===== src/rtl/cp_enable_pkg.sv =====
package cp_enable_pkg;

    localparam int CP_COUNT = 14;
    localparam int XLEN     = 32;

    typedef struct packed {
        logic [3:0] crn;
        logic [3:0] crm;
        logic [2:0] opc1;
        logic [2:0] opc2;
    } sysreg_addr_t;

    localparam sysreg_addr_t CPEN_ADDR = '{crn: 4'd15, crm: 4'd1, opc1: 3'd0, opc2: 3'd0};

    typedef enum logic [1:0] {
        PRIV_USER = 2'd0,
        PRIV_K1   = 2'd1,
        PRIV_K2   = 2'd2,
        PRIV_K3   = 2'd3
    } priv_t;

    typedef struct packed {
        logic wr_ok;
        logic rd_ok;
        logic fault;
    } acc_grant_t;

    function automatic logic priv_allows(priv_t p);
        return p != PRIV_USER;
    endfunction

    function automatic logic addr_match(sysreg_addr_t a, sysreg_addr_t ref_a);
        return (a.crn == ref_a.crn) && (a.crm == ref_a.crm) &&
               (a.opc1 == ref_a.opc1) && (a.opc2 == ref_a.opc2);
    endfunction

endpackage


===== src/rtl/cp_enable_decode.sv =====
module cp_enable_decode
    import cp_enable_pkg::*;
#(
    parameter sysreg_addr_t MY_ADDR = CPEN_ADDR
) (
    input  sysreg_addr_t addr,
    input  priv_t        priv,
    input  logic         wr_en,
    input  logic         rd_en,
    output acc_grant_t   grant
);
    logic allowed;

    always_comb begin
        allowed     = addr_match(addr, MY_ADDR) && priv_allows(priv);
        grant.wr_ok = wr_en && allowed;
        grant.rd_ok = rd_en && allowed;
        grant.fault = (wr_en || rd_en) && !allowed;
    end

    always_comb begin
        if (grant.wr_ok || grant.rd_ok) begin
            a_priv_r6: assert (priv != PRIV_USER);
        end
    end

endmodule


===== src/rtl/cp_enable_store.sv =====
module cp_enable_store #(
    parameter int W = 14
) (
    input  logic         clk,
    input  logic         rst,
    input  logic         wr_ok,
    input  logic [W-1:0] wr_bits,
    output logic [W-1:0] q,
    output logic         flush
);
    logic changes;

    always_comb changes = wr_ok && (wr_bits != q);

    always_ff @(posedge clk) begin
        if (rst) begin
            q     <= '0;
            flush <= 1'b0;
        end else begin
            flush <= changes;
            if (changes) q <= wr_bits;
        end
    end

    p_reset_clear_r2: assert property (@(posedge clk) rst |=> (q == '0 && !flush));

    p_same_no_flush_r3: assert property (@(posedge clk) disable iff (rst)
        (wr_ok && wr_bits == q) |=> (!flush && $stable(q)));

    p_flush_has_cause_r4: assert property (@(posedge clk) disable iff (rst)
        flush |-> ($past(wr_ok) && q != $past(q)));

    p_idle_hold_r5: assert property (@(posedge clk) disable iff (rst)
        !wr_ok |=> ($stable(q) && !flush));

endmodule


===== src/rtl/cp_enable_reg.sv =====
module cp_enable_reg
    import cp_enable_pkg::*;
#(
    parameter int NCP = CP_COUNT,
    parameter int DW  = XLEN
) (
    input  logic           clk,
    input  logic           rst,
    input  logic [3:0]     crn,
    input  logic [3:0]     crm,
    input  logic [2:0]     opc1,
    input  logic [2:0]     opc2,
    input  logic [1:0]     priv_lvl,
    input  logic           wr_en,
    input  logic [DW-1:0]  wr_data,
    input  logic           rd_en,
    output logic [DW-1:0]  rd_data,
    output logic           acc_fault,
    output logic           flush_req,
    output logic [NCP-1:0] cp_en
);
    localparam int PAD = DW - NCP;

    sysreg_addr_t addr;
    acc_grant_t   grant;
    logic [NCP-1:0] stored;

    always_comb addr = '{crn: crn, crm: crm, opc1: opc1, opc2: opc2};

    cp_enable_decode #(.MY_ADDR(CPEN_ADDR)) u_dec (
        .addr  (addr),
        .priv  (priv_t'(priv_lvl)),
        .wr_en (wr_en),
        .rd_en (rd_en),
        .grant (grant)
    );

    cp_enable_store #(.W(NCP)) u_store (
        .clk     (clk),
        .rst     (rst),
        .wr_ok   (grant.wr_ok),
        .wr_bits (wr_data[NCP-1:0]),
        .q       (stored),
        .flush   (flush_req)
    );

    generate
        if (PAD > 0) begin : g_pad
            always_comb rd_data = grant.rd_ok ? {{PAD{1'b0}}, stored} : '0;
        end else begin : g_nopad
            always_comb rd_data = grant.rd_ok ? stored[DW-1:0] : '0;
        end
    endgenerate

    always_comb acc_fault = grant.fault;

    for (genvar i = 0; i < NCP; i++) begin : g_en
        always_comb cp_en[i] = stored[i];
    end

    p_upper_zero_r7: assert property (@(posedge clk) disable iff (rst)
        (rd_data >> NCP) == '0);

    p_fault_excl_r5: assert property (@(posedge clk) disable iff (rst)
        acc_fault |-> rd_data == '0);

    p_flush_follows_r4: assert property (@(posedge clk) disable iff (rst)
        flush_req |-> cp_en != $past(cp_en));

endmodule


===== config.mk =====
export PLATFORM = sky130hd
export DESIGN_NAME = cp_enable_reg
export DESIGN_NICKNAME = d
export VERILOG_FILES = /design/src/rtl/cp_enable_pkg.sv /design/src/rtl/cp_enable_decode.sv /design/src/rtl/cp_enable_store.sv /design/src/rtl/cp_enable_reg.sv
export SDC_FILE = /design/constraint.sdc
export NUM_CORES = 1
export LEC_CHECK = 0
export BUFFER_PORTS_ARGS = -buffer_cell sky130_fd_sc_hd__buf_2
export CAP_MARGIN = 20
export CORE_UTILIZATION = 25
export CTS_BUF_LIST = sky130_fd_sc_hd__clkbuf_16
export DETAILED_ROUTE_END_ITERATION = 8
export PLACE_DENSITY = 0.69
export SYNTH_ARGS = -nofsm -noshare
export SYNTH_HDL_FRONTEND = slang
export SYNTH_SLANG_ARGS = --single-unit

===== constraint.sdc =====
create_clock -name clk -period 1.65 [get_ports clk]
set_clock_uncertainty 0.15 [all_clocks]
set_input_delay 0.165 -clock clk [delete_from_list [all_inputs] [get_ports clk]]
set_output_delay 0.165 -clock clk [all_outputs]
set_load 0.05 [all_outputs]

* Word-level counts from Yosys, hierarchy flattened
Cells that the tools add are included.
** Operators by class
- Bitwise operators :: 0
- Add/subtract/negate cells :: 0
- Div/mod/pow operators :: 0
- Reduce and logical (&&, ||, !) cells :: 13
- Muxes and demuxes :: 1
- Magnitude comparators :: 0
- Equality and inequality tests :: 3
- Multiply operators :: 0
- Shift operators :: 0
** Operator list (count)
- $mux 14 :: 1
- $ne 14x14->1 :: 1
- $logic_and 1x1->1 :: 8
- $logic_not 3->1 :: 2
- $eq 4x1->1 const B :: 1
- $eq 4x4->1 const B :: 1
- $reduce_bool 2->1 :: 1
- $logic_not 1->1 :: 1
- $logic_or 1x1->1 :: 1
** Word-level totals
- ROM bits :: 0
- Bits in latches :: 0
- Register bits after elaboration :: 15
- Bits in writable memories :: 0
- Input port bits :: 52
- Memories kept :: 0
- Output and inout port bits :: 48
- Logic and storage cells :: 19

* Depth between registers and ports, before layout
Gate-level depths: netlist of the first run.
- Depth after elaboration :: 7
- Gate-level depth with buffers :: 6
- Mapped depth without buffers :: 5

* Cells and area by module
Synthesis of the first run repeated with hierarchy kept, for this count alone.
** Unflattened totals
- Cell total of the unflattened synthesis :: 127
- Area total of the unflattened synthesis :: 1149.9 µm²
** Modules (own cells, without submodules)
- cp_enable_store :: sequential area each 300.3 µm², cells an instance 82, times used 1, area an instance 820.8 µm²
- cp_enable_reg :: sequential area each 0.0 µm², cells an instance 34, times used 1, area an instance 250.2 µm²
- cp_enable_decode :: sequential area each 0.0 µm², cells an instance 11, times used 1, area an instance 78.8 µm²

* Worst setup path after synthesis of the first run
No wires, ideal clock.
- Path kind :: reg-to-reg
- Start point :: register u_store.q[1]
- End point :: register u_store.q[10]
- Path buffers :: 1
- Stages on the path, launching flop included :: 7
- Arrival :: 1.706 ns
- Library setup time :: 0.132 ns
- Slack :: -0.339 ns
- Required time :: 1.368 ns
- Period minus slack after synthesis :: 1.989 ns
- Path through :: dfxtp_1 -> xor2_1 -> nor4_1 -> nand4_1 -> clkbuf_1 -> nand3_1 -> a21oi_1
** On the way
- Word-level cells in the longest chain between the ends :: 2
** Ends and longest elaborated chain
- start: declaration :: RTL line cp_enable_store.sv:8 : output logic [W-1:0] q,
- start signal: assignment :: RTL line cp_enable_store.sv:21 : if (changes) q <= wr_bits;
- $ne 14x14->1 :: RTL line cp_enable_store.sv:13 : always_comb changes = wr_ok && (wr_bits != q);
- $logic_and 1x1->1 :: RTL line cp_enable_store.sv:13
Every way passes these cells.
A chain may end at the register's enable or synchronous reset.

* Worst setup path in the final report of the first run
- Start point :: register u_store.q[13]
- End point :: register u_store.q[6]
Same word-level chain as after synthesis.

==> reports/metrics.csv, run 1 <==
metric,value,unit
outcome,"complete, but fails checks",
violations,setup timing,
power.internal,719.6,µW
power_density,494.1,nW/µm²
drcViolationCount,0,
cts_setup_buffers,0,
timing.fmax,566.7,MHz
setup_viol,29,
pwr-share-clk,0.454,
syn_avg_cell_area,8.080,µm²
worstPathMaxFanout,6,
clkTransAtPathRegs,0.05,ns
drt-vias-per-instance,4.650,
root_buffer,clkbuf_16,
synth_top_area_frac,0.2837,
worst-r2r-setup-slack,-0.11,ns
ys_seq_area_frac,0.2837,
syn_area,1059,µm²
cts_buffers,3,
required,1.61,ns
rsz0062_at_grt,yes,
cts_tree,built,
fp.dieH,67.07,µm
synth-seq-cells,15,
grt_max_degree,18,
netlist_instances,131,
layout-drive-gt1-share,0.7037,
wl_per_cell,13.81,µm
drt-pass1-iter-count,4,
clk_latency,0.24,ns
ant_nets,0,
swShare,0.2919,
nets,269,
cts_sinks,15,
yosysWarnings,0,
grt_first_pass_wirelength,5.492,mm
hold_viol_final,0,
rows,23,
arrival,1.73,ns
fin_crit,1.765,ns
die_area,4498,µm²
critPathCaptureType,register,
synthTopCellsByArea,"dfxtp_1 (28%), buf_4 (14%), xor2_1 (12%)",
die_x,67.07,µm
syn2layout_area_growth,94.33,%
power_frac_seq,0.338,
routabilityCongestion,0.7462,
overflow,0,
min_path_type,in2reg,
dp_hpwl,2.460,mm
combinationalPowerShare,0.208,
antenna_found_initial,0,
fill_cells,361,
cp-start-kind,register,
cts-htree-levels,1,
n_antenna_cell,0,
p_sw,296.7,µW
fin_crit_sh,1.069,
cts_buffer_depth,2,
drt-total-wl,3.674,mm
vdd_drop_max,0.2715,mV
tns,-2.075,ns
p_leak,0.0009349,µW
io_buffers,63,
start_util,0.2627,
num_io_pins,100,
synth_top_area_cell,dfxtp_1,
drv_slew,0,
grt_pass1_vias,1156,
grt_use_total,0.1654,
maxCapViolations,0,
postLayoutCoreUtil,0.5106,
final.setup.worst_slack,-0.1147,ns
dr_total_vias,1237,
coreArea,4029,µm²
synth_cell_types,26,
drt_iter0_markers,49,
crit_type,reg2reg,
pre_cts_ws,-0.2023,ns
## critical path: stages, from the launching register on
cell and delay [ns]:
dfxtp_4 0.34, xor2_1 0.15, nor4_1 0.27, buf_4 0.17, nand4_1 0.20, buf_6 0.22, nand3_2 0.07, a21oi_1 0.07
## flip-flops by register name, summed over array words and instances, names as in the netlist
| register | flops |
|---|---|
| u_store.q | 14 |
| u_store.flush | 1 |
## final timing paths
kind	cells after the start	from	endpoint
worst max-delay path	7	u_store.q[13]$_SDFFE_PP0P_	u_store.q[6]$_SDFFE_PP0P_
worst min-delay path	3	wr_data[12]	u_store.q[12]$_SDFFE_PP0P_
worst max register to register	7	u_store.q[13]$_SDFFE_PP0P_	u_store.q[6]$_SDFFE_PP0P_
worst min register to register	2	u_store.q[3]$_SDFFE_PP0P_	u_store.q[3]$_SDFFE_PP0P_
## cell usage in the layout, fill, tap and decap left out, drive strengths merged
master | netlist | routed
or4 | 1 | 1
conb | 1 | 18
nor3 | 2 | 2
buf | 21 | 89
dfxtp | 15 | 15
xor2 | 14 | 14
nor4 | 6 | 6
nand4 | 2 | 2
and3 | 14 | 14
clkbuf | 4 | 3
o21ai | 14 | 14
and4 | 1 | 1
nand2 | 1 | 1
and2 | 1 | 1
nand3 | 12 | 12
nand2b | 2 | 2
inv | 2 | 3
nand4b | 2 | 2
nor2 | 3 | 3
a21oi | 12 | 12
o211ai | 1 | 1
## repair_timing
action                     in CTS  in global routing
setup endpoints to repair      29                 30
resized for setup              62                 21
pin swaps                      31                  6
cloned                          1                  0
hold buffers                    0                  0
hold endpoints to repair        0                  0
## cell type report
class	instances	area, µm²	area share
sequential	15	347.8	0.1691
clock inverter	1	3.754	0.001825
inverter	2	7.507	0.003650
multi-input combinational	106	858.3	0.4173
clock buffer	3	75.07	0.03650
tap	50	62.56	0.03041
timing repair buffer	89	701.9	0.3412
## Yosys cell counts
cell type and count:
nand3_1 12, xor2_1 14, nor2_1 3, and2_1 1
nor4_1 3, a21oi_1 12, o211ai_1 1, or4_4 1
buf_6 1, conb_1 1, clkbuf_1 4, nand4b_1 2
nor3_1 2, nor4_4 1, nand2_1 1, nand4_1 2
inv_1 2, o21ai_1 8, o21ai_2 1, nand2b_1 2
o21ai_0 5, and4_1 1, buf_4 20, and3_1 14
nor4_2 2, dfxtp_1 15
## layer usage
| layer | vias to the layer above | track usage | share of wire |
|---|---|---|---|
| li1 | 608 | - | - |
| met5 | - | 0 | 0 |
| met3 | 7 | 0.02568 | 0.049 |
| met1 | 569 | 0.2094 | 0.41 |
| met4 | 0 | 0.04787 | 0.019 |
| met2 | 53 | 0.2838 | 0.52 |
## kinds of logic after synthesis
group	Yosys count	share of synthesized area
compound gates	27	0.1336
xor+xnor	14	0.1158
buf+inv	27	0.1738
flops	15	0.2837
other cells	1	0.003543
simple gates	47	0.2896
## metrics by stage
stage | instance area (µm²) | std cells | hold WS (ns) | total power, µW
floorplan | 1295 | 148 | 0.07436 | 507.5
finish | 2057 | 266 | 0.02568 | 1016
CTS | 1969 | 266 | 0.03610 | 1020
detailed placement | 1667 | 261 | 0.2904 | 545.8
global placement | 1667 | 261 | 0.2829 | 544.4
global route | 2057 | 266 | 0.03319 | 1059
## power groups by stage
| stage | logic [µW] | clock network (µW) | registers [µW] |
|---|---|---|---|
| 5_1_grt | 222 | 495 | 343 |
| 4_1_cts | 205 | 472 | 343 |
| 3_5_place_dp | 195 | 0 | 350 |
| 2_1_floorplan | 157 | 0 | 351 |
| 6_report | 211 | 462 | 343 |
| 3_3_place_gp | 194 | 0 | 350 |
Power figures use the tool's default switching activity.
==> run 2, diff against run 1 <==
--- a/config.mk
+++ b/config.mk
@@ -7,8 +7,9 @@
 export LEC_CHECK = 0
 export BUFFER_PORTS_ARGS = -buffer_cell sky130_fd_sc_hd__buf_2
 export CAP_MARGIN = 20
+export CORE_ASPECT_RATIO = 1.1
 export CORE_UTILIZATION = 25
-export CTS_BUF_LIST = sky130_fd_sc_hd__clkbuf_16
+export CTS_BUF_LIST = sky130_fd_sc_hd__clkbuf_4 sky130_fd_sc_hd__clkbuf_8 sky130_fd_sc_hd__clkbuf_16
 export DETAILED_ROUTE_END_ITERATION = 8
 export PLACE_DENSITY = 0.69
 export SYNTH_ARGS = -nofsm -noshare
==> run 2 against run 1 <==
Net effect: the run still ends with setup timing left; highest routed layer unchanged; routed wire length grew 2.6%; largest power group is now sequential cells; combinational power up 5%; power down 15%; die area is essentially flat; sequential share of layout area shrank 0.47 points; largest cell class unchanged; final cell count grew 1.9%; count of clock-buffer cells in the layout unchanged; sequential power about the same; utilization grew 1.5 points.
==> reports/metrics.csv, run 2 (same netlist as run 1, synthesis figures left out) <==
metric,value,unit
outcome,"complete, but fails checks",
violations,setup timing,
clk_latency,0.25,ns
worst-r2r-setup-slack,-0.10,ns
layout-drive-gt1-share,0.7123,
crit_path_end,u_store.q[10]$_SDFFE_PP0P_,
layout_common_cells,"buf_2 (45), buf_4 (19), conb_1 (18)",
pre_cts_ws,-0.2138,ns
reg.largest.list,"u_store.q x14, u_store.flush x1",
drt-pass1-iter-count,4,
critical_path.top_delay_family,simple AND/OR/NAND/NOR gates,
timing.fmax,570.2,MHz
setup_viol,16,
maxCapViolations,0,
ant_nets,0,
postLayoutCoreUtil,0.5258,
worstSetupPathDepth,6,
drt-total-wl,3.770,mm
grt_first_pass_wirelength,6.009,mm
n_antenna_cell,0,
vdd_drop_max,0.3184,mV
rows,24,
final_common_cell,buf_2,
setup.worst_path.start,u_store.q[9]$_SDFFE_PP0P_,
worstPathMaxFanout,5,
tns,-0.9841,ns
antenna_found_initial,0,
root_buffer,clkbuf_8,
p_leak,0.0009496,µW
required,1.68,ns
slowest_stage,dfxtp_4,
worstRegToRegCells,6,
rsz0062_at_grt,yes,
cts-htree-levels,1,
die_x,64.04,µm
cp-start-kind,register,
wl_per_cell,13.91,µm
final.setup.worst_slack,-0.1036,ns
max_stage_delay,0.36,ns
routabilityCongestion,0.7523,
grt_max_degree,18,
cts_buffers,3,
reg2reg_to,u_store.q[10]$_SDFFE_PP0P_,
cts_tree,built,
fin_crit,1.754,ns
cts_sinks,15,
min_path_type,in2reg,
fin_crit_sh,1.063,
syn2layout_area_growth,99.88,%
grt_use_total,0.1736,
reg2reg_from,u_store.q[9]$_SDFFE_PP0P_,
crit_type,reg2reg,
drt_iter0_markers,58,
cts_buffer_depth,2,
grt_pass1_vias,1258,
finalPower,867.9,µW
drcViolationCount,0,
dp_hpwl,2.473,mm
critPathCaptureType,register,
coreArea,4024,µm²
holdWs,0.03114,ns
io_buffers,63,
dr_total_vias,1280,
arrival,1.78,ns
top_register,u_store.q,
nets,272,
start_util,0.2631,
largest_reg_flops,14,
power_density,410.2,nW/µm²
num_io_pins,100,
die_area,4498,µm²
holdBufCountCts,0,
clkTransAtPathRegs,0.07,ns
worst-path-buf-inv,1,
hold_viol_final,0,
drt-vias-per-instance,4.723,
fp.dieH,70.25,µm
overflow,0,
path_cells,xor2_4 -> nor4_4 -> and4_4 -> clkbuf_16 -> o21ai_1 -> a21oi_1,
drv_slew,0,
==> run 2: repair_timing <==
action | in CTS | in global routing
gates cloned | 1 | 1
hold endpoints to repair | 0 | 0
gates resized for setup | 74 | 10
setup buffers | 5 | 0
pin swaps | 32 | 14
endpoints found under the setup margin | 30 | 30
==> run 2: report_power, final <==
part	switching (µW)	leakage [µW]	total (µW)	internal, µW
Sequential	0.00695	0.000132	342	342
Clock	138	0.0000255	305	167
Combinational	160	0.000793	221	61.1
Total	297	0.000950	868	571
==> run 2: metrics by stage <==
stage	cells	instance area, µm²
CTS	272	2087
detailed placement	262	1699
finish	271	2116
floorplan	148	1295
global route	271	2116
global placement	262	1699
==> run 2: worst min-delay path, cell delays in order <==
cell and delay, ns:
buf_2 0.12, nand3_2 0.05, a21oi_1 0.06
==> run 2: cell type report <==
cell class / instances / area [µm²]
clock buffers: 3 / 41.29
clock inverters: 1 / 5.005
fillers: 361 / 1908
inverters: 2 / 7.507
multi-input cells: 106 / 878.3
flip-flops and latches: 15 / 347.8
well taps: 52 / 65.06
repair buffers: 92 / 770.7
==> run 2: how the worst min path moves through the flow <==
stage / startpoint / depth (start not counted) / endpoint
floorplan: rst / 1 / u_store.q[11]$_SDFFE_PP0P_
global placement: wr_data[1] / 3 / u_store.q[1]$_SDFFE_PP0P_
detailed placement: wr_data[4] / 3 / u_store.q[4]$_SDFFE_PP0P_
CTS: wr_data[10] / 3 / u_store.q[10]$_SDFFE_PP0P_
global route: wr_data[10] / 3 / u_store.q[10]$_SDFFE_PP0P_
finish: wr_data[10] / 3 / u_store.q[10]$_SDFFE_PP0P_
==> run 2: per-layer routing <==
metal,up-vias,GRT usage,wire [µm]
met3,6,0.03595,193
met1,619,0.2072,1492
li1,610,-,-
met4,0,0.04293,32
met2,45,0.3109,2052
met5,-,0,0
